[src/rtl/cmpt_pkg.sv]
package cmpt_pkg;

    localparam int CNT_W  = 24;
    localparam int DIV_W  = 3;
    localparam int ADDR_W = 8;
    localparam int DATA_W = 32;

    typedef enum logic [1:0] {
        MODE_INTERVAL = 2'd0,
        MODE_PULSE    = 2'd1,
        MODE_WATCHDOG = 2'd2,
        MODE_OFF      = 2'd3
    } tmode_e;

    typedef enum logic [2:0] {
        EV_IDLE,
        EV_STEP,
        EV_IV_HIT,
        EV_PG_A,
        EV_PG_B,
        EV_WD_HIT
    } tevent_e;

    // word indices (byte offset / 4)
    localparam int IDX_CTRL = 0;
    localparam int IDX_STAT = 1;
    localparam int IDX_CMPA = 2;
    localparam int IDX_CMPB = 3;
    localparam int IDX_IVM  = 4;
    localparam int IDX_DIV  = 8;
    localparam int IDX_PGM  = 12;
    localparam int IDX_WDM  = 16;
    localparam int IDX_CNT  = 60;

    // control field positions
    localparam int CB_RUN  = 7;
    localparam int CB_DIVE = 6;
    localparam int CB_CLR  = 5;
    localparam int CB_HOLE = 4;
    localparam int CB_EXT  = 2;

    // mode register field positions
    localparam int MB_HI_EN = 15;
    localparam int MB_A_EN  = 14;
    localparam int MB_WDIS  = 7;
    localparam int MB_LOW   = 0;

endpackage

[src/rtl/cmpt_regs.sv]
module cmpt_regs
    import cmpt_pkg::*;
#(
    parameter int CW = CNT_W,
    parameter int DW = DIV_W,
    parameter int AW = ADDR_W,
    parameter int BW = DATA_W
) (
    input  logic          clk,
    input  logic          rst_n,
    input  logic          bus_wr,
    input  logic [AW-1:0] bus_addr,
    input  logic [BW-1:0] bus_wdata,
    input  logic [CW-1:0] count,
    input  logic [3:0]    status,
    output logic [BW-1:0] bus_rdata,
    output logic [7:0]    ctrl,
    output logic [CW-1:0] cmpa,
    output logic [CW-1:0] cmpb,
    output logic          iv_irq_en,
    output logic          iv_zero_clr,
    output logic [DW-1:0] cdr,
    output logic          pg_a_en,
    output logic          pg_b_en,
    output logic          pg_ffi,
    output logic          wd_irq_en,
    output logic          wd_dis,
    output logic          status_wr,
    output logic          cnt_clr
);

    localparam int WIW = AW - 2;
    localparam logic [CW-1:0] CMP_RST = '1;

    logic [WIW-1:0] widx;
    assign widx = bus_addr[AW-1:2];

    function automatic logic hit(input logic [WIW-1:0] w, input int idx);
        return int'(w) == idx;
    endfunction

    assign status_wr = bus_wr && hit(widx, IDX_STAT);
    assign cnt_clr   = bus_wr && hit(widx, IDX_CTRL)
                       && !bus_wdata[CB_RUN] && bus_wdata[CB_CLR];

    always_ff @(posedge clk or negedge rst_n) begin
        if (!rst_n) begin
            ctrl        <= '0;
            cmpa        <= CMP_RST;
            cmpb        <= CMP_RST;
            iv_irq_en   <= 1'b0;
            iv_zero_clr <= 1'b0;
            cdr         <= '0;
            pg_a_en     <= 1'b0;
            pg_b_en     <= 1'b0;
            pg_ffi      <= 1'b0;
            wd_irq_en   <= 1'b0;
            wd_dis      <= 1'b0;
        end else if (bus_wr) begin
            if (hit(widx, IDX_CTRL)) begin
                ctrl          <= bus_wdata[7:0];
                ctrl[CB_HOLE] <= 1'b0;
            end
            if (hit(widx, IDX_CMPA)) cmpa <= bus_wdata[CW-1:0];
            if (hit(widx, IDX_CMPB)) cmpb <= bus_wdata[CW-1:0];
            if (hit(widx, IDX_IVM)) begin
                iv_irq_en   <= bus_wdata[MB_HI_EN];
                iv_zero_clr <= bus_wdata[MB_LOW];
            end
            if (hit(widx, IDX_DIV)) cdr <= bus_wdata[DW-1:0];
            if (hit(widx, IDX_PGM)) begin
                pg_b_en <= bus_wdata[MB_HI_EN];
                pg_a_en <= bus_wdata[MB_A_EN];
                pg_ffi  <= bus_wdata[MB_LOW];
            end
            if (hit(widx, IDX_WDM)) begin
                wd_irq_en <= bus_wdata[MB_HI_EN];
                wd_dis    <= bus_wdata[MB_WDIS];
            end
        end
    end

    always_comb begin
        bus_rdata = '0;
        unique case (int'(widx))
            IDX_CTRL: bus_rdata[7:0]    = ctrl;
            IDX_STAT: bus_rdata[3:0]    = status;
            IDX_CMPA: bus_rdata[CW-1:0] = cmpa;
            IDX_CMPB: bus_rdata[CW-1:0] = cmpb;
            IDX_IVM: begin
                bus_rdata[MB_HI_EN] = iv_irq_en;
                bus_rdata[MB_LOW]   = iv_zero_clr;
            end
            IDX_DIV:  bus_rdata[DW-1:0] = cdr;
            IDX_PGM: begin
                bus_rdata[MB_HI_EN] = pg_b_en;
                bus_rdata[MB_A_EN]  = pg_a_en;
                bus_rdata[MB_LOW]   = pg_ffi;
            end
            IDX_WDM: begin
                bus_rdata[MB_HI_EN] = wd_irq_en;
                bus_rdata[MB_WDIS]  = wd_dis;
            end
            IDX_CNT:  bus_rdata[CW-1:0] = count;
            default:  bus_rdata = '0;
        endcase
    end

    AST_CTRL_CLR_NEEDS_STOP: assert property (@(posedge clk) disable iff (!rst_n)
        cnt_clr |=> !ctrl[CB_RUN] && ctrl[CB_CLR]) else $error("clear without stop");

endmodule

[src/rtl/cmpt_prescale.sv]
module cmpt_prescale
    import cmpt_pkg::*;
#(
    parameter int DW = DIV_W
) (
    input  logic          clk,
    input  logic          rst_n,
    input  logic          run,
    input  logic          src_tick,
    input  logic          div_en,
    input  logic [DW-1:0] cdr,
    output logic          step
);

    localparam int PS_W = (1 << DW) + 1;

    logic [PS_W-1:0] ps_q;
    logic [PS_W-1:0] lim;
    logic            wrap;

    assign lim  = PS_W'((1 << (int'(cdr) + 1)) - 1);
    assign wrap = ps_q >= lim;
    assign step = run && src_tick && (!div_en || wrap);

    always_ff @(posedge clk or negedge rst_n) begin
        if (!rst_n) begin
            ps_q <= '0;
        end else if (!run) begin
            ps_q <= '0;
        end else if (src_tick) begin
            if (!div_en || wrap) ps_q <= '0;
            else                 ps_q <= ps_q + 1'b1;
        end
    end

    AST_PS_IDLE_ZERO: assert property (@(posedge clk) disable iff (!rst_n)
        !run |=> ps_q == '0) else $error("prescaler kept state");

    AST_PS_NO_TICK_NO_STEP: assert property (@(posedge clk) disable iff (!rst_n)
        !src_tick |-> !step) else $error("step without tick");

endmodule

[src/rtl/cmpt_core.sv]
module cmpt_core
    import cmpt_pkg::*;
#(
    parameter int CW = CNT_W
) (
    input  logic          clk,
    input  logic          rst_n,
    input  logic [1:0]    mode,
    input  logic          tce,
    input  logic          wd_dis,
    input  logic [CW-1:0] cmpa,
    input  logic [CW-1:0] cmpb,
    input  logic          iv_irq_en,
    input  logic          iv_zero_clr,
    input  logic          pg_a_en,
    input  logic          pg_b_en,
    input  logic          wd_irq_en,
    input  logic          step,
    input  logic          cnt_clr,
    input  logic          status_wr,
    output logic          run,
    output logic [CW-1:0] count,
    output logic [3:0]    status,
    output logic          irq,
    output logic          ff
);

    tmode_e        st_mode;
    tevent_e       ev;
    logic [CW-1:0] nxt;
    logic [CW-1:0] cnt_d;
    logic [3:0]    st_set;
    logic          irq_set;
    logic          ff_flip;

    assign st_mode = tmode_e'(mode);
    assign nxt     = count + 1'b1;

    // run condition per mode state
    always_comb begin
        unique case (st_mode)
            MODE_INTERVAL: run = tce && (count != cmpa);
            MODE_PULSE:    run = tce;
            MODE_WATCHDOG: run = tce || !wd_dis;
            MODE_OFF:      run = 1'b0;
        endcase
    end

    // event classification
    always_comb begin
        ev = EV_IDLE;
        if (step && !cnt_clr) begin
            ev = EV_STEP;
            unique case (st_mode)
                MODE_INTERVAL: if (nxt == cmpa) ev = EV_IV_HIT;
                MODE_PULSE: begin
                    if (nxt == cmpa)      ev = EV_PG_A;
                    else if (nxt == cmpb) ev = EV_PG_B;
                end
                MODE_WATCHDOG: if (nxt == cmpa) ev = EV_WD_HIT;
                MODE_OFF:      ev = EV_IDLE;
            endcase
        end
    end

    // event outputs
    always_comb begin
        cnt_d   = count;
        st_set  = '0;
        irq_set = 1'b0;
        ff_flip = 1'b0;
        unique case (ev)
            EV_IDLE: cnt_d = count;
            EV_STEP: cnt_d = nxt;
            EV_IV_HIT: begin
                cnt_d     = iv_zero_clr ? '0 : nxt;
                st_set[0] = 1'b1;
                irq_set   = iv_irq_en;
            end
            EV_PG_A: begin
                cnt_d     = nxt;
                st_set[1] = 1'b1;
                irq_set   = pg_a_en;
                ff_flip   = 1'b1;
            end
            EV_PG_B: begin
                cnt_d     = '0;
                st_set[2] = 1'b1;
                irq_set   = pg_b_en;
                ff_flip   = 1'b1;
            end
            EV_WD_HIT: begin
                cnt_d     = '0;
                st_set[3] = 1'b1;
                irq_set   = wd_irq_en;
            end
            default: cnt_d = count;
        endcase
        if (cnt_clr) cnt_d = '0;
    end

    always_ff @(posedge clk or negedge rst_n) begin
        if (!rst_n) begin
            count  <= '0;
            status <= '0;
            irq    <= 1'b0;
            ff     <= 1'b0;
        end else begin
            count  <= cnt_d;
            status <= (status_wr ? 4'b0 : status) | st_set;
            irq    <= (status_wr ? 1'b0 : irq) | irq_set;
            ff     <= ff ^ ff_flip;
        end
    end

    AST_OFF_FROZEN: assert property (@(posedge clk) disable iff (!rst_n)
        (st_mode == MODE_OFF && !cnt_clr) |=> $stable(count)) else $error("count moved while off");
    AST_IRQ_BACKED: assert property (@(posedge clk) disable iff (!rst_n)
        irq |-> (status != 4'b0)) else $error("irq without status");
    AST_STATUS_WIPE: assert property (@(posedge clk) disable iff (!rst_n)
        (status_wr && st_set == 4'b0) |=> (status == 4'b0 && !irq)) else $error("status not cleared");
    AST_IV_HOLD: assert property (@(posedge clk) disable iff (!rst_n)
        (st_mode == MODE_INTERVAL && count == cmpa && !cnt_clr) |=> $stable(count)) else $error("interval left A");
    AST_FF_PULSE_ONLY: assert property (@(posedge clk) disable iff (!rst_n)
        !$stable(ff) |-> $past(st_mode) == MODE_PULSE) else $error("ff moved outside pulse");
    AST_CLR_ZERO: assert property (@(posedge clk) disable iff (!rst_n)
        cnt_clr |=> count == '0) else $error("clear missed");
    AST_WD_WRAP: assert property (@(posedge clk) disable iff (!rst_n)
        (st_mode == MODE_WATCHDOG && step && !cnt_clr && nxt == cmpa) |=> (count == '0 && status[3])) else $error("watchdog expiry");

endmodule

[src/rtl/cmp_timer.sv]
module cmp_timer
    import cmpt_pkg::*;
#(
    parameter int CW = CNT_W,
    parameter int DW = DIV_W,
    parameter int AW = ADDR_W,
    parameter int BW = DATA_W
) (
    input  logic          clk,
    input  logic          rst_n,
    input  logic          tick_int,
    input  logic          tick_ext,
    input  logic          bus_wr,
    input  logic [AW-1:0] bus_addr,
    input  logic [BW-1:0] bus_wdata,
    output logic [BW-1:0] bus_rdata,
    output logic          irq,
    output logic          ff_out
);

    logic [7:0]    ctrl;
    logic [CW-1:0] cmpa, cmpb, count;
    logic [DW-1:0] cdr;
    logic [3:0]    status;
    logic iv_irq_en, iv_zero_clr, pg_a_en, pg_b_en, pg_ffi;
    logic wd_irq_en, wd_dis, status_wr, cnt_clr;
    logic run, step, src_tick, div_en;

    assign src_tick = ctrl[CB_EXT] ? tick_ext : tick_int;
    assign div_en   = ctrl[CB_DIVE] && !ctrl[CB_EXT];

    cmpt_regs #(.CW(CW), .DW(DW), .AW(AW), .BW(BW)) u_regs (
        .clk(clk), .rst_n(rst_n), .bus_wr(bus_wr), .bus_addr(bus_addr),
        .bus_wdata(bus_wdata), .count(count), .status(status),
        .bus_rdata(bus_rdata), .ctrl(ctrl), .cmpa(cmpa), .cmpb(cmpb),
        .iv_irq_en(iv_irq_en), .iv_zero_clr(iv_zero_clr), .cdr(cdr),
        .pg_a_en(pg_a_en), .pg_b_en(pg_b_en), .pg_ffi(pg_ffi),
        .wd_irq_en(wd_irq_en), .wd_dis(wd_dis),
        .status_wr(status_wr), .cnt_clr(cnt_clr)
    );

    cmpt_prescale #(.DW(DW)) u_ps (
        .clk(clk), .rst_n(rst_n), .run(run), .src_tick(src_tick),
        .div_en(div_en), .cdr(cdr), .step(step)
    );

    cmpt_core #(.CW(CW)) u_core (
        .clk(clk), .rst_n(rst_n), .mode(ctrl[1:0]), .tce(ctrl[CB_RUN]),
        .wd_dis(wd_dis), .cmpa(cmpa), .cmpb(cmpb),
        .iv_irq_en(iv_irq_en), .iv_zero_clr(iv_zero_clr),
        .pg_a_en(pg_a_en), .pg_b_en(pg_b_en), .wd_irq_en(wd_irq_en),
        .step(step), .cnt_clr(cnt_clr), .status_wr(status_wr),
        .run(run), .count(count), .status(status), .irq(irq), .ff(ff_out)
    );

    // initial-level bit is held for readback only; flip-flop resets to its reset value
    logic unused_ffi;
    assign unused_ffi = pg_ffi;

    AST_RESET_QUIET: assert property (@(posedge clk) disable iff (!rst_n)
        $rose(rst_n) |-> (!irq && !ff_out)) else $error("dirty reset");

endmodule

[config.mk]
export PLATFORM = sky130hd
export DESIGN_NAME = cmp_timer
export DESIGN_NICKNAME = d
export VERILOG_FILES = /design/src/rtl/cmpt_pkg.sv /design/src/rtl/cmpt_regs.sv /design/src/rtl/cmpt_prescale.sv /design/src/rtl/cmpt_core.sv /design/src/rtl/cmp_timer.sv
export SDC_FILE = /design/constraint.sdc
export NUM_CORES = 1
export LEC_CHECK = 0
export BUFFER_PORTS_ARGS = -buffer_cell sky130_fd_sc_hd__buf_2
export CORE_ASPECT_RATIO = 0.6
export CORE_MARGIN = 2
export CORE_UTILIZATION = 39
export DETAILED_ROUTE_END_ITERATION = 6
export GPL_ROUTABILITY_DRIVEN = 1
export HOLD_SLACK_MARGIN = 0.08
export SLEW_MARGIN = 20
export SYNTH_ARGS = -nofsm -noshare
export SYNTH_HDL_FRONTEND = slang
export SYNTH_SLANG_ARGS = --single-unit
[constraint.sdc]
create_clock -name clk -period 4.9 [get_ports clk]
set_clock_uncertainty 0.15 [all_clocks]
set_input_delay 0.245 -clock clk [delete_from_list [all_inputs] [get_ports clk]]
set_output_delay 0.245 -clock clk [all_outputs]
set_load 0.1 [all_outputs]
; ---- Word-level counts from Yosys, hierarchy flattened
; Cells that the tools add are included.
[classes]
n_addsub = 4
magnitude_cmp = 1
n_eq_ne = 27
shift = 1
muxes = 31
bitwise_logic = 3
n_reduce_logical = 30
[op_table]
columns = operator, n
row1 = one-hot mux 24 bit (3 select lines), 1
row2 = == test 24 bit, 2
row3 = 2-to-1 mux 24 bit, 2
row4 = "left shift 1 x 32 -> 9 bit, first input constant", 1
row5 = 2-to-1 mux 9 bit, 3
row6 = "adder 24 x 1 -> 24 bit, second input constant", 1
row7 = inequality test 24 bit, 1
row8 = one-hot mux 3 bit (4 select lines), 2
row9 = one-hot mux 8 bit (3 select lines), 1
row10 = "== test 6 x 2 -> 1 bit, second input constant", 3
row11 = "== test 6 x 3 -> 1 bit, second input constant", 3
row12 = "== test 6 x 4 -> 1 bit, second input constant", 3
row13 = "== test 6 x 5 -> 1 bit, second input constant", 3
row14 = one-hot mux 6 bit (3 select lines), 1
row15 = AND reduction 2 bit, 7
row16 = "== test 6 bit, second input constant", 2
row17 = zero test 6 bit, 2
row18 = 2-to-1 mux 3 bit, 4
row19 = one-hot mux 1 bit (4 select lines), 3
row20 = one-hot mux 2 bit (6 select lines), 1
row21 = one-hot mux 1 bit (5 select lines), 2
row22 = "adder 9 x 1 -> 9 bit, second input constant", 1
row23 = >= comparator 9 bit, 1
row24 = logical AND 1 bit, 9
row25 = other kinds (22), 38
[totals]
reg_bits = 104
input_bits = 45
out_inout_bits = 34
elab_cells = 113

; ---- Depth between registers and ports, before layout
; Gate-level depths: netlist (run 1).
[logic_depth]
ltp_word = 12
mapped_depth = 19
ltp_nobuf = 16

; ---- Hierarchy
; From an unflattened synthesis (run 1), not the netlist that was laid out.
[hier_totals]
cells_unflattened = 827
area_unflattened_um2 = 7738.7
[by_module_without_submodules]
columns = module, n_inst, cells_per_inst, area_per_inst_um2, seq_area_each_um2
row1 = cmpt_core, 1, 455, 3508.4, 750.7
row2 = cmpt_regs, 1, 263, 3325.7, 1686.6
row3 = cmpt_prescale, 1, 107, 880.8, 225.2
row4 = cmp_timer, 1, 2, 23.8, 0.0

; ---- Least setup slack after synthesis (run 1)
; No wires, ideal clock.
[synth_path]
path_type = reg2reg
startpoint = reg u_core.count[1]
endpoint = reg u_core.count[11]
setup_ps = 124
t_arrival_ps = 3604
required_ps = 4626
setup_slack_ps = 1022
path_stages_with_launch = 15
path_buffers = 4
period_less_slack_ps = 3878
path_cell_list = dfrtp_1 ha_1 buf_2 nand3_2 or3_1 clkbuf_1 clkbuf_1 or4_1 xnor2_1 nor4_1 nand4_1 o21ai_2 buf_6 a21boi_0 a211o_1
[synth_via]
elab_chain_cells = 11
elab_cells_between_ends = 26
classes_between = add/sub (1) / eq/ne (8) / mux (10) / reduce/logical (7)
[synth_lines]
columns = item, line
row1 = from (decl), cmpt_core.sv:22  ; output logic [CW-1:0] count,
row2 = from (signal assigned), cmpt_core.sv:109  ; count <= cnt_d;
row3 = branches (longest 11 deep; another with adder 24 x 1 -> 24 bit), --
; Parallel ways; which one is timed is not known.
; A chain may end at the register's enable or synchronous reset.

; ---- Final worst setup path (run 1)
[layout_path]
startpoint = reg u_regs.cdr[1]
endpoint = reg u_core.count[3]
[layout_via]
elab_chain_cells = 12
elab_cells_between_ends = 18
classes_between = add/sub (2) / order compare (1) / eq/ne (5) / shift (1) / mux (3) / reduce/logical (6)
[layout_lines]
columns = item, line
row1 = from (decl), cmpt_regs.sv:22  ; output logic [DW-1:0] cdr,
row2 = from (signal assigned), cmpt_regs.sv:70  ; if (hit(widx, IDX_DIV)) cdr <= bus_wdata[DW-1:0];
row3 = adder 3 x 1 -> 4 bit (*), cmpt_prescale.sv:21  ; assign lim = PS_W'((1 << (int'(cdr) + 1)) - 1);
row4 = left shift 1 x 32 -> 9 bit (*), cmpt_prescale.sv:21
row5 = subtractor 9 x 2 -> 9 bit (*), cmpt_prescale.sv:21
row6 = >= comparator 9 bit (*), cmpt_prescale.sv:22  ; assign wrap = ps_q >= lim;
row7 = logical OR 1 bit (*), cmpt_prescale.sv:23  ; assign step = run && src_tick && (!div_en || wrap);
row8 = logical AND 1 bit (*), cmpt_prescale.sv:23
row9 = logical AND 1 bit (*), cmpt_core.sv:52  ; if (step && !cnt_clr) begin
row10 = 2-to-1 mux 3 bit (*), cmpt_core.sv:52
row11 = "== test 3 bit, or another cell as far along", cmpt_core.sv:72  ; unique case (ev)
row12 = OR reduction 2 bit (no line), --
row13 = one-hot mux 24 bit (3 select lines), cmpt_core.sv:72
row14 = 2-to-1 mux 24 bit, cmpt_core.sv:99  ; if (cnt_clr) cnt_d = '0;
; Mark *: on every way between the ends. The rest lies on a longest branch, timed or not.

==> results of run 1 <==
==> cells in the mapped netlist (all sizes together), types with 3 or more instances <==
| master | instances | area share, % |
|---|---|---|
| ha | 12 | 2.0 |
| and3 | 13 | 1.1 |
| nor3 | 10 | 0.68 |
| nand2 | 90 | 4.6 |
| dfstp | 48 | 17 |
| a31oi | 5 | 0.42 |
| nor3b | 4 | 0.41 |
| or4 | 9 | 0.96 |
| clkbuf | 38 | 1.9 |
| xnor2 | 47 | 5.6 |
| nand2b | 11 | 0.93 |
| buf | 32 | 2.8 |
| a211o | 10 | 1.3 |
| mux2 | 70 | 11 |
| and2 | 6 | 0.51 |
| or3 | 15 | 1.3 |
| nor2b | 7 | 0.59 |
| nor4 | 15 | 1.6 |
| inv | 10 | 0.51 |
| nand4b | 5 | 0.59 |
| or2 | 8 | 0.68 |
| a21o | 12 | 1.2 |
| a311oi | 3 | 0.36 |
| nand4 | 23 | 2.1 |
| o31ai | 3 | 0.30 |
| a211oi | 6 | 0.61 |
| and4 | 3 | 0.36 |
| a222oi | 7 | 0.95 |
| nor2 | 31 | 1.6 |
| o21ai | 34 | 2.3 |
| xor2 | 18 | 2.1 |
| a22o | 9 | 1.1 |
| nand3 | 28 | 2.0 |
| dfrtp | 56 | 19 |
| a21oi | 21 | 1.4 |
| o211ai | 5 | 0.51 |
| a22oi | 36 | 3.7 |
==> power groups by stage <==
stage               combinational (mW)  clock (mW)  sequential [mW]
floorplan                        0.511           0             1.07
global placement                 0.648           0             1.12
detailed placement               0.653           0             1.13
CTS                              0.670       0.750             1.11
global route                     0.736       0.779             1.13
finish                           0.676       0.732             1.12
==> metal layers <==
metal	wire length [um]	part of all wire (%)	global-route usage (%)	vias to the layer above
li1	-	-	-	3039
met4	128	0.59	3.33	0
met3	1800	8.2	2.96	10
met1	11500	53	37.7	3147
met2	8430	39	27.9	262
met5	0	0	0	-
==> cell families (layout without fill, tap and decap cells) <==
kind of cell	count (synthesis)	in the layout	synth area share, %
DFF	104	104	36.0
other	2	10	0.101
buffers and inverters	80	131	5.26
muxes	71	71	10.8
and+or+nand+nor	285	285	20.7
AOI/OAI and AO/OA	178	178	17.4
adders and majority gates	12	12	2.03
xor gates and xnor gates	65	65	7.69
==> cell type report <==
class | count | share of cell area, %
multi-input cells | 621 | 52.3
repair buffers | 105 | 8.33
inverters | 10 | 0.448
flip-flops and latches | 104 | 31.8
clock buffers | 9 | 2.69
well taps | 240 | 3.58
clock inverters | 7 | 0.866
==> worst register-to-register path, stage by stage, from the launching register on <==
cell      delay, ps
dfrtp_1         490
or3_1           430
ha_1            300
nor2_1          130
a21oi_1          40
nor2_1          100
a31oi_1          60
ha_1            360
nand4_1          90
and3_1          190
o21ai_0          90
a31oi_1         110
buf_4           170
nand4b_1        360
nor3b_1         460
o21ai_2         140
buf_4           230
a211oi_1        290
a211o_1         140
==> layout by cell type (no fill, tap or decap), types with 26 or more instances in the layout <==
| master | synthesis | layout |
|---|---|---|
| nand2_1 | 90 | 90 |
| nand3_1 | 26 | 26 |
| a22oi_1 | 36 | 36 |
| dfstp_2 | 48 | 48 |
| xnor2_1 | 47 | 47 |
| mux2_2 | 70 | 70 |
| nor2_1 | 31 | 29 |
| o21ai_0 | 33 | 33 |
| buf_2 | 14 | 59 |
| dfrtp_1 | 56 | 56 |
==> final timing paths <==
path,from,depth (start not counted),slack (ps),end
min in group asynchronous,rst_n,2,350,u_regs.cdr[1]$_DFFE_PN0P_
max,u_regs.cdr[1]$_DFFE_PN0P_,18,530,u_core.count[3]$_DFFE_PN0P_
max in group asynchronous,rst_n,3,3170,u_regs.cmpa[9]$_DFFE_PN1P_
min,bus_wdata[7],2,100,u_regs.ctrl[7]$_DFFE_PN0P_
max reg2reg,u_regs.cdr[1]$_DFFE_PN0P_,18,530,u_core.count[3]$_DFFE_PN0P_
min reg2reg,u_core.ff$_DFF_PN0_,1,330,u_core.ff$_DFF_PN0_
==> state kept, by name, summed over array words and instances (netlist names) <==
register and flops:
u_core.count 24, u_regs.cmpa 24, u_regs.cmpb 24, u_ps.ps_q 9, u_regs.ctrl 7, u_core.status 4, u_regs.cdr 3, u_core.ff 1
u_core.irq 1, u_regs.iv_irq_en 1, u_regs.iv_zero_clr 1, u_regs.pg_a_en 1, u_regs.pg_b_en 1, u_regs.pg_ffi 1, u_regs.wd_dis 1, u_regs.wd_irq_en 1
==> timing repair <==
action / CTS / global route
setup buffers: 0 / 0
endpoints found under the hold margin: 94 / 0
hold buffers: 23 / 0
==> stage by stage <==
stage               worst slack (ps)  std cells  power [mW]  hold slack [ps]
CTS                              585       1096        2.53             84.9
floorplan                       1020        805        1.58             -201
global placement                 696       1057        1.77              242
finish                           531       1096        2.52             96.3
detailed placement               612       1057        1.78              239
global route                     319       1096        2.65              102
==> run_results.csv, run 1 <==
group,metric,value,unit
placement,placed_area,7850,um2
route,vias,6458,
setup_path,crit_required,5050,ps
layout,nets,908,
logic_synthesis,synth_area,7400,um2
layout,stdcell_area,8380,um2
global_route,grt_overflow_total,0,
route,dr.pass1.iters,5,
layout,final_core_util,45.8,%
floorplanning,die_area,20100,um2
layout,nFillCells,1824,
global_route,grt_pass1_wl,34400,um
power,powerDensity,301,nW/um2
logic_synthesis,synth_ff_type,"dfrtp_1",
timing,post-route-period-util,89.2,%
clock_network,path_clk_slew,80,ps
timing,finalSetupViolations,0,
placement,gp_congestion,0.906,
setup_path,start_kind,"flip-flop",
timing,tns,0,ps
floorplanning,start_util,40.4,%
setup_path,path_delay_family,"simple AND/OR/NAND/NOR gates",
floorplanning,core_area,18300,um2
run_status,status,"completed",
setup_path,worstSetupPathType,"flip-flop to flip-flop",
flow_run,maxCapViolations,0,
layout,drive_above_1_share,27.9,%
logic_synthesis,ys_ff_latch,104,
hold_path,min_path_type,"input port to flip-flop",
timing,hold_violations,0,
layout,syn_to_final_growth,13.2,%
route,first_iter_violations,666,
timing,fmax,0.229,GHz
floorplanning,die_y,111,um
logic_synthesis,syn_avg_cell_area,9.29,um2
global_route,grt_pass1_vias,5796,
layout,seq_area,2660,um2
floorplanning,placementRows,38,
timing,drv_slew,0,
setup_path,cp_cell_sequence,"or3_1, ha_1, nor2_1, a21oi_1, nor2_1, a31oi_1, ha_1, nand4_1, and3_1, o21ai_0, a31oi_1, buf_4, nand4b_1, nor3b_1, o21ai_2, buf_4, a211oi_1, a211o_1",
logic_synthesis,ys_seq_area_share,36.0,%
power,power.leakage,3.62,nW
route,drt-total-wl,21800,um
floorplanning,io_pins,79,
power,power_frac_comb,26.8,%
layout,antenna_cells,0,
setup_path,worstPathArrival,4510,ps
placement,port_buffers,60,
logic_synthesis,async_reset_ff_share,100,%
route,vias_per_cell,5.89,
placement,dp_hpwl,15900,um
power,seq_power_share,44.2,%
route,wl_per_cell,19.9,um
layout,multi_input_area,4390,um2
timing,rsz0062_at_grt,"no",
clock_network,numCtsBuffers,9,
logic_synthesis,synth-edff-count,0,
timing,worst_pin_slew,919,ps
setup_path,critPathBufInv,2,
logic_synthesis,synth_cell_types,74,
clock_network,clk_latency,360,ps
timing,period_minus_slack,4370,ps
logic_synthesis,synthCells,797,
global_route,grt_use_total,21.8,%
setup_path,critPathSlowestCell,"dfrtp_1",
power,p_switching,883,uW
power,p_sw_share,35.0,%
clock_network,cts_resized,0,
timing,slew_headroom,38.8,%
clock_network,cts_root_buf,"clkbuf_16",
route,drc_errors,0,
global_route,grt_max_degree,64,
setup_path,crit_path_end_kind,"flip-flop",
power,p_int,1.64,mW
route,ant_nets,0,
global_route,antenna_found_initial,0,
power,p_clk_share,29.0,%
power,ir_worst_vdd,0.000166,V
floorplanning,die_w,182,um
clock_network,cts_tree,"yes",
setup_path,critPathMaxStageDelay,490,ps
setup_path,critPathMaxFanout,16,
clock_network,htreeDepth,3,
clock_network,cts_buffer_depth,2,
clock_network,clkSinkCount,104,
logic_synthesis,synth_warnings,0,
No activity file was read; power rests on OpenSTA's default activity.
==> inputs of run 2 (changes only) <==
Settings changed: MAX_ROUTING_LAYER set to met4.
==> run 2 against run 1 <==
Critical path type unchanged. Sequential power hardly changed. Final area unchanged. Routed wire length about the same. Count of clock-buffer cells in the layout unchanged. Sequential share of layout area unchanged. Core utilization unchanged. Critical endpoint unchanged. Critical path depth is the same. Register-to-register slack is essentially flat. Cell count unchanged. Sequential cell count stayed put.
==> run_results.csv, run 2 (synthesis results as in run 1) <==
group,metric,value,unit
power,p_clk_share,29.0,%
timing,period_minus_slack,4360,ps
timing,slew_headroom,38.9,%
setup_path,crit_required,5050,ps
route,vias,6483,
timing,post-route-period-util,88.9,%
clock_network,cts_root_buf,"clkbuf_16",
power,ir_worst_vdd,0.000167,V
run_status,status,"completed",
global_route,grt_pass1_wl,34400,um
clock_network,clkSinkCount,104,
setup_path,critPathBufInv,2,
power,powerDensity,301,nW/um2
layout,layout_commonest_cell,"nand2_1",
setup_path,cp_cell_sequence,"or3_1, ha_1, nor2_1, a21oi_1, nor2_1, a31oi_1, ha_1, nand4_1, and3_1, o21ai_0, a31oi_1, buf_4, nand4b_1, nor3b_1, o21ai_2, buf_4, a211oi_1, a211o_1",
floorplanning,die_area,20100,um2
timing,worst_pin_slew,916,ps
setup_path,crit_cells,18,
setup_path,worstSetupPathType,"flip-flop to flip-flop",
layout,drive_above_1_share,27.9,%
clock_network,path_clk_slew,80,ps
layout,nets,908,
route,dr.pass1.iters,5,
hold_path,worstHoldStart,"bus_wdata[7]",
route,drc_errors,0,
timing,rsz0062_at_grt,"no",
setup_path,crit_path_end_kind,"flip-flop",
route,vias_per_cell,5.92,
setup_path,worstPathArrival,4500,ps
setup_path,critPathMaxFanout,16,
route,first_iter_violations,667,
global_route,gr-usage-met2,27.8,%
power,p_int,1.64,mW
clock_network,clk_latency,360,ps
setup_path,critPathMaxStageDelay,490,ps
floorplanning,die_w,182,um
power,power_frac_comb,26.8,%
power,power.leakage,3.62,nW
setup_path,critPathSlowestCell,"dfrtp_1",
flow_run,maxCapViolations,0,
setup_path,path_delay_family,"simple AND/OR/NAND/NOR gates",
timing,hold_violations,0,
hold_path,whs_endpoint,"u_regs.ctrl[7]$_DFFE_PN0P_",
floorplanning,core_area,18300,um2
global_route,grt-busiest-layer,"met1",
timing,drv_slew,0,
clock_network,cts_tree,"yes",
route,ant_nets,0,
hold_path,hold_depth,2,
global_route,grt_overflow_total,0,
layout,antenna_cells,0,
setup_path,reg2reg_from,"u_regs.cdr[1]$_DFFE_PN0P_",
floorplanning,start_util,40.4,%
placement,dp_hpwl,15900,um
clock_network,htreeDepth,3,
hold_path,min_path_type,"input port to flip-flop",
layout,most-common-layout-cells,"nand2_1 (90), mux2_2 (70), buf_2 (59)",
route,wl_per_cell,19.9,um
setup_path,regToRegSetupSlack,540,ps
placement,port_buffers,60,
clock_network,cts_buffer_depth,2,
global_route,grt_pass1_vias,5791,
global_route,met1_usage,37.8,%
global_route,grt_use_total,22.5,%
global_route,grtUsageMet3,2.96,%
power,p_switching,880,uW
setup_path,start_kind,"flip-flop",
timing,finalSetupViolations,0,
setup_path,worstRegToRegCells,18,
floorplanning,die_y,111,um
setup_path,reg2reg_to,"u_core.count[3]$_DFFE_PN0P_",
route,drt-total-wl,21800,um
placement,gp_congestion,0.921,
global_route,grt_max_degree,64,
layout,largest_registers,"u_core.count x24, u_regs.cmpa x24, u_regs.cmpb x24",
power,seq_power_share,44.3,%
clock_network,numCtsBuffers,9,
floorplanning,placementRows,38,
timing,fmax,0.230,GHz
timing,tns,0,ps
floorplanning,io_pins,79,
layout,syn_to_final_growth,13.2,%
power,p_sw_share,34.9,%
clock_network,cts_resized,0,
layout,final_core_util,45.8,%
global_route,antenna_found_initial,0,
-- run 2: cell type report --
cell class,count,area [um2]
sequential,104,2660
inverter,10,37.5
tap,240,300
timing repair buffer,105,698
clock buffer,9,225
fill,1824,9920
clock inverter,7,72.6
multi-input combinational,621,4390
-- run 2: worst max path at each step --
stage / from / slack (ps) / to
6_report: u_regs.cdr[1]$_DFFE_PN0P_ / 540 / u_core.count[3]$_DFFE_PN0P_
3_5_place_dp: u_regs.cdr[1]$_DFFE_PN0P_ / 610 / u_core.count[3]$_DFFE_PN0P_
2_1_floorplan: u_core.count[1]$_DFFE_PN0P_ / 1020 / u_core.count[11]$_DFFE_PN0P_
3_3_place_gp: u_regs.cdr[1]$_DFFE_PN0P_ / 700 / u_core.count[3]$_DFFE_PN0P_
5_1_grt: u_regs.cdr[1]$_DFFE_PN0P_ / 320 / u_core.count[3]$_DFFE_PN0P_
4_1_cts: u_regs.cdr[1]$_DFFE_PN0P_ / 580 / u_core.count[3]$_DFFE_PN0P_
-- run 2: per-layer routing --
| layer | vias up | part of all wire, % |
|---|---|---|
| met1 | 3176 | 53 |
| met5 | - | 0 |
| met3 | 11 | 8.3 |
| met4 | 0 | 0.57 |
| met2 | 257 | 39 |
| li1 | 3039 | - |
-- run 2: power by group through the flow --
stage	sequential, mW	clock [mW]	combinational, mW
finish	1.12	0.730	0.674
global route	1.13	0.779	0.736
CTS	1.11	0.750	0.670
detailed placement	1.13	0	0.653
global placement	1.12	0	0.648
floorplan	1.07	0	0.511
-- run 2: timing repair --
| action | 4_1_cts | 5_1_grt |
|---|---|---|
| endpoints found under the hold margin | 94 | 0 |
| setup buffers | 0 | 0 |
| hold buffers | 23 | 0 |
-- run 2: per-stage QoR --
| stage | hold slack (ps) | cell area, um2 | worst slack (ps) | total power [mW] | std cells |
|---|---|---|---|---|---|
| floorplan | -201 | 7430 | 1020 | 1.58 | 805 |
| global placement | 242 | 7850 | 696 | 1.77 | 1057 |
| detailed placement | 239 | 7850 | 612 | 1.78 | 1057 |
| finish | 101 | 8380 | 544 | 2.52 | 1096 |
| global route | 102 | 8380 | 320 | 2.65 | 1096 |
| CTS | 84.9 | 8380 | 585 | 2.53 | 1096 |
-- run 2: worst register-to-register path, delay by kind of cell, from the launching register on --
family | cells | cell delay (ps)
AO/OA/AOI/OAI | 7 | 860
adder cells (fa/ha/maj) | 2 | 660
flip-flops | 1 | 490
buffers and inverters | 2 | 400
AND/OR/NAND/NOR | 7 | 1760
